--- config.mk ---
export PLATFORM = sky130hd
export DESIGN_NAME = csg_addr_reg
export DESIGN_NICKNAME = d
export VERILOG_FILES = /design/src/rtl/csg_pkg.sv /design/src/rtl/csg_sel_gate.sv /design/src/rtl/csg_en_reg.sv /design/src/rtl/csg_addr_reg.sv
export SDC_FILE = /design/constraint.sdc
export NUM_CORES = 1
export LEC_CHECK = 0
export BUFFER_PORTS_ARGS = -buffer_cell sky130_fd_sc_hd__buf_2
export CAP_MARGIN = 10
export CELL_PAD_IN_SITES_DETAIL_PLACEMENT = 1
export CELL_PAD_IN_SITES_GLOBAL_PLACEMENT = 1
export CORE_MARGIN = 5
export CORE_UTILIZATION = 38
export CTS_BUF_LIST = sky130_fd_sc_hd__clkbuf_8
export CTS_CLUSTER_DIAMETER = 150
export DETAILED_ROUTE_END_ITERATION = 10
export MAX_ROUTING_LAYER = met4
export PLACE_DENSITY_LB_ADDON = 0.1
export SYNTH_ARGS = -nofsm -noshare
export SYNTH_HDL_FRONTEND = slang
export SYNTH_SLANG_ARGS = --single-unit
--- constraint.sdc ---
create_clock -name clk_i -period 1.11 [get_ports clk_i]
set_input_delay 0.0555 -clock clk_i [delete_from_list [all_inputs] [get_ports clk_i]]
set_output_delay 0.0555 -clock clk_i [all_outputs]
set_load 0.03 [all_outputs]
--- src/rtl/csg_pkg.sv ---
package csg_pkg;
  localparam int unsigned DEF_DATA_W = 25;
  localparam int unsigned CTL_W      = 3;  // cs_n, odt, cke

  typedef struct packed {
    logic cs_n;
    logic odt;
    logic cke;
  } ctl_t;
endpackage

--- src/rtl/csg_sel_gate.sv ---
module csg_sel_gate (
  input  logic cs_n_i,
  input  logic cs_aux_n_i,
  output logic capture_o
);
  // Data is parked only when both selects are deasserted.
  assign capture_o = ~(cs_n_i & cs_aux_n_i);
endmodule

--- src/rtl/csg_en_reg.sv ---
module csg_en_reg #(
  parameter int unsigned WIDTH = 1
) (
  input  logic             clk_i,
  input  logic             rst_ni,
  input  logic             en_i,
  input  logic [WIDTH-1:0] d_i,
  output logic [WIDTH-1:0] q_o
);
  for (genvar b = 0; b < WIDTH; b++) begin : g_bit
    always_ff @(posedge clk_i or negedge rst_ni) begin
      if (!rst_ni)   q_o[b] <= 1'b0;
      else if (en_i) q_o[b] <= d_i[b];
    end
  end

  assert_capture_R1: assert property (@(posedge clk_i) disable iff (!rst_ni)
    en_i |=> (q_o == $past(d_i)));

  assert_hold_R2: assert property (@(posedge clk_i) disable iff (!rst_ni)
    !en_i |=> $stable(q_o));
endmodule

--- src/rtl/csg_addr_reg.sv ---
module csg_addr_reg
  import csg_pkg::*;
#(
  parameter int unsigned DATA_W = DEF_DATA_W
) (
  input  logic              clk_i,
  input  logic              rst_ni,
  input  logic [DATA_W-1:0] data_i,
  input  logic              cs_n_i,
  input  logic              cs_aux_n_i,
  input  logic              odt_i,
  input  logic              cke_i,
  output logic [DATA_W-1:0] data_o,
  output logic              cs_n_o,
  output logic              odt_o,
  output logic              cke_o
);
  logic capture;
  ctl_t ctl_d, ctl_q;

  csg_sel_gate u_gate (
    .cs_n_i     (cs_n_i),
    .cs_aux_n_i (cs_aux_n_i),
    .capture_o  (capture)
  );

  csg_en_reg #(.WIDTH(DATA_W)) u_data_reg (
    .clk_i  (clk_i),
    .rst_ni (rst_ni),
    .en_i   (capture),
    .d_i    (data_i),
    .q_o    (data_o)
  );

  assign ctl_d = '{cs_n: cs_n_i, odt: odt_i, cke: cke_i};

  // Control bits never gated by the selects.
  csg_en_reg #(.WIDTH(CTL_W)) u_ctl_reg (
    .clk_i  (clk_i),
    .rst_ni (rst_ni),
    .en_i   (1'b1),
    .d_i    (ctl_d),
    .q_o    (ctl_q)
  );

  assign cs_n_o = ctl_q.cs_n;
  assign odt_o  = ctl_q.odt;
  assign cke_o  = ctl_q.cke;

  assert_cs_follow_R3: assert property (@(posedge clk_i) disable iff (!rst_ni)
    1'b1 |=> (cs_n_o == $past(cs_n_i)));

  assert_ctl_follow_R4: assert property (@(posedge clk_i) disable iff (!rst_ni)
    (cs_n_i && cs_aux_n_i) |=> (odt_o == $past(odt_i) && cke_o == $past(cke_i)));

  assert_reset_low_R5: assert property (@(posedge clk_i)
    !rst_ni |-> (data_o == '0 && !cs_n_o && !odt_o && !cke_o));
endmodule

==> reports/qor.csv <==
metric;value;unit
dpl.hpwl;1786;µm
crit_chain;buf_2;
cts_buffer_depth;2;
cts-htree-levels;1;
placed_cell_area;0.001433;mm²
cp_slowest_stage_delay;400;ps
fp.dieH;63.46;µm
cts_tree;built;
dieArea;0.004027;mm²
synth.top_cells.by_count;dfrtp_1 (28), mux2_4 (20), mux2_2 (5);
antenna_found_initial;0;
final_net_count;156;
crit_arrival;850;ps
finalSetupViolCount;0;
cts_buffers;3;
synth_edf_count;0;
total_power;2.443;mW
timing_hold_violations_final;0;
post-route-min-period;903.0;ps
whs;9.941;ps
crit_family;flip-flops;
final_area;0.001564;mm²
antennaDiodeCount;0;
avgSynthCellArea;19.39;µm²
wl;2354;µm
dp_slack;154.3;ps
io_buffers;58;
grt_use_total;12.73;%
placedCellCount;145;
fin_crit_sh;81.35;%
yosysUniqueCellTypes;5;
yosysWarnings;0;
dr_total_vias;721;
grt_max_degree;26;
hp-class;input pin to register;
antenna_left;0;
fin_skew;0;ps
wl_per_cell;15.19;µm
tightest_slew;340.0;ps
relSlewSlack;77.33;%
crit_buf_inv;1;
area_delta_synth_final;44.01;%
dr.pass1.iters;2;
setup_tns;0;ps
powerDensity;1562;mW/mm²
via_per_inst;4.652;
end_kind;output pin;
clk_latency;270;ps
p_leak;0.8368;nW
cp-start-kind;register;
drv_cap;0;
grt-ovfl-total;0;
slew_viol_final;0;
max_freq;1107;MHz
cp_max_fo;2;
start_util;39.38;%
fin_cells;155;
fin_ws;207.0;ps
synth_top_area_share;64.52;%
synth_largest_area_cell;dfrtp_1;
drc_errors;0;
dr.first_iter.drc_count;33;
numClockSinks;28;
synthCells;56;
ctsResizeCount;0;
synth_flop_cell;dfrtp_1;
die_x;63.46;µm
clk_pin_slew;90;ps
synth_area;0.001086;mm²
cts-root-buf;clkbuf_8;
yosysSeqAreaShare;64.52;%
io_pins;59;
ctsHoldBuffers;4;
vdd_ir_drop_max;0.001057;V
rsz0062_at_grt;no;
status;completed;
crit_path_top_delay_cell;dfrtp_1;
grt_pass1_vias;846;
critPathKind;register to output pin;
synthArstFlopShare;100.0;%
cp.required;1050;ps
final_util;56.72;%
yosysMostFrequentCell;dfrtp_1;
syn_nets;87;
core;0.002758;mm²
post_cts_buffers;0;
fp-row-count;19;
synth-seq-cells;28;
drive_gt1_share;72.58;%
gp_congestion;0.6681;
synth.area.top_cells;dfrtp_1 (65%), mux2_4 (28%), mux2_2 (5.2%);
grt_pass1_wl;3967;µm
[area by class of cell]
cell class	instances	area [µm²]
Clock inverter	1	30.03
Tap cell	31	38.79
Timing Repair Buffer	66	390.4
Fill cell	294	1194
Clock buffer	3	41.29
Sequential cell	28	700.7
Multi-Input combinational cell	26	362.8
[power breakdown]
part	switching, mW	internal (mW)
clock network	0.304	0.482
logic	0.287	0.228
registers	0.0401	1.10
total	0.631	1.81
[cells by family after synthesis]
group                  after synthesis  share of synthesized area [%]
buffers and inverters                2                          2.074
DFF                                 28                          64.52
muxes                               25                          32.83
and+or+nand+nor                      1                         0.5764
[layer usage]
metal	wire (µm)	vias up	GRT usage, %
li1	-	327	-
met4	21	0	4.675
met2	1238	29	21.70
met5	0	-	-
met1	886	363	14.30
met3	208	2	3.197
[path summary, 6_finish.rpt]
path / start / to / slack [ps] / cells after the start
worst max register to register: u_data_reg.q_o[21] / u_data_reg.q_o[21] / 340 / 1
worst min register to register: u_data_reg.q_o[18] / u_data_reg.q_o[18] / 510 / 1
min in group asynchronous: rst_ni / u_data_reg.q_o[14] / 220 / 2
max in group asynchronous: rst_ni / u_data_reg.q_o[10] / 500 / 3
worst max-delay path: u_data_reg.q_o[19] / data_o[19] / 210 / 1
worst min-delay path: data_i[4] / u_data_reg.q_o[4] / 10 / 2
[state kept, by name, summed over array words and instances, names as in the netlist]
signal / cells
u_ctl_reg.q_o: 3
u_data_reg.q_o: 25
[layout by cell type (no fill, tap or decap), drive strengths merged]
cell type and count:
buf 60, dfrtp 28, mux2 25, dlygate4sd3 6, clkbuf 3, nand2 1
bufinv 1
No activity file was read; power rests on OpenSTA's default activity.
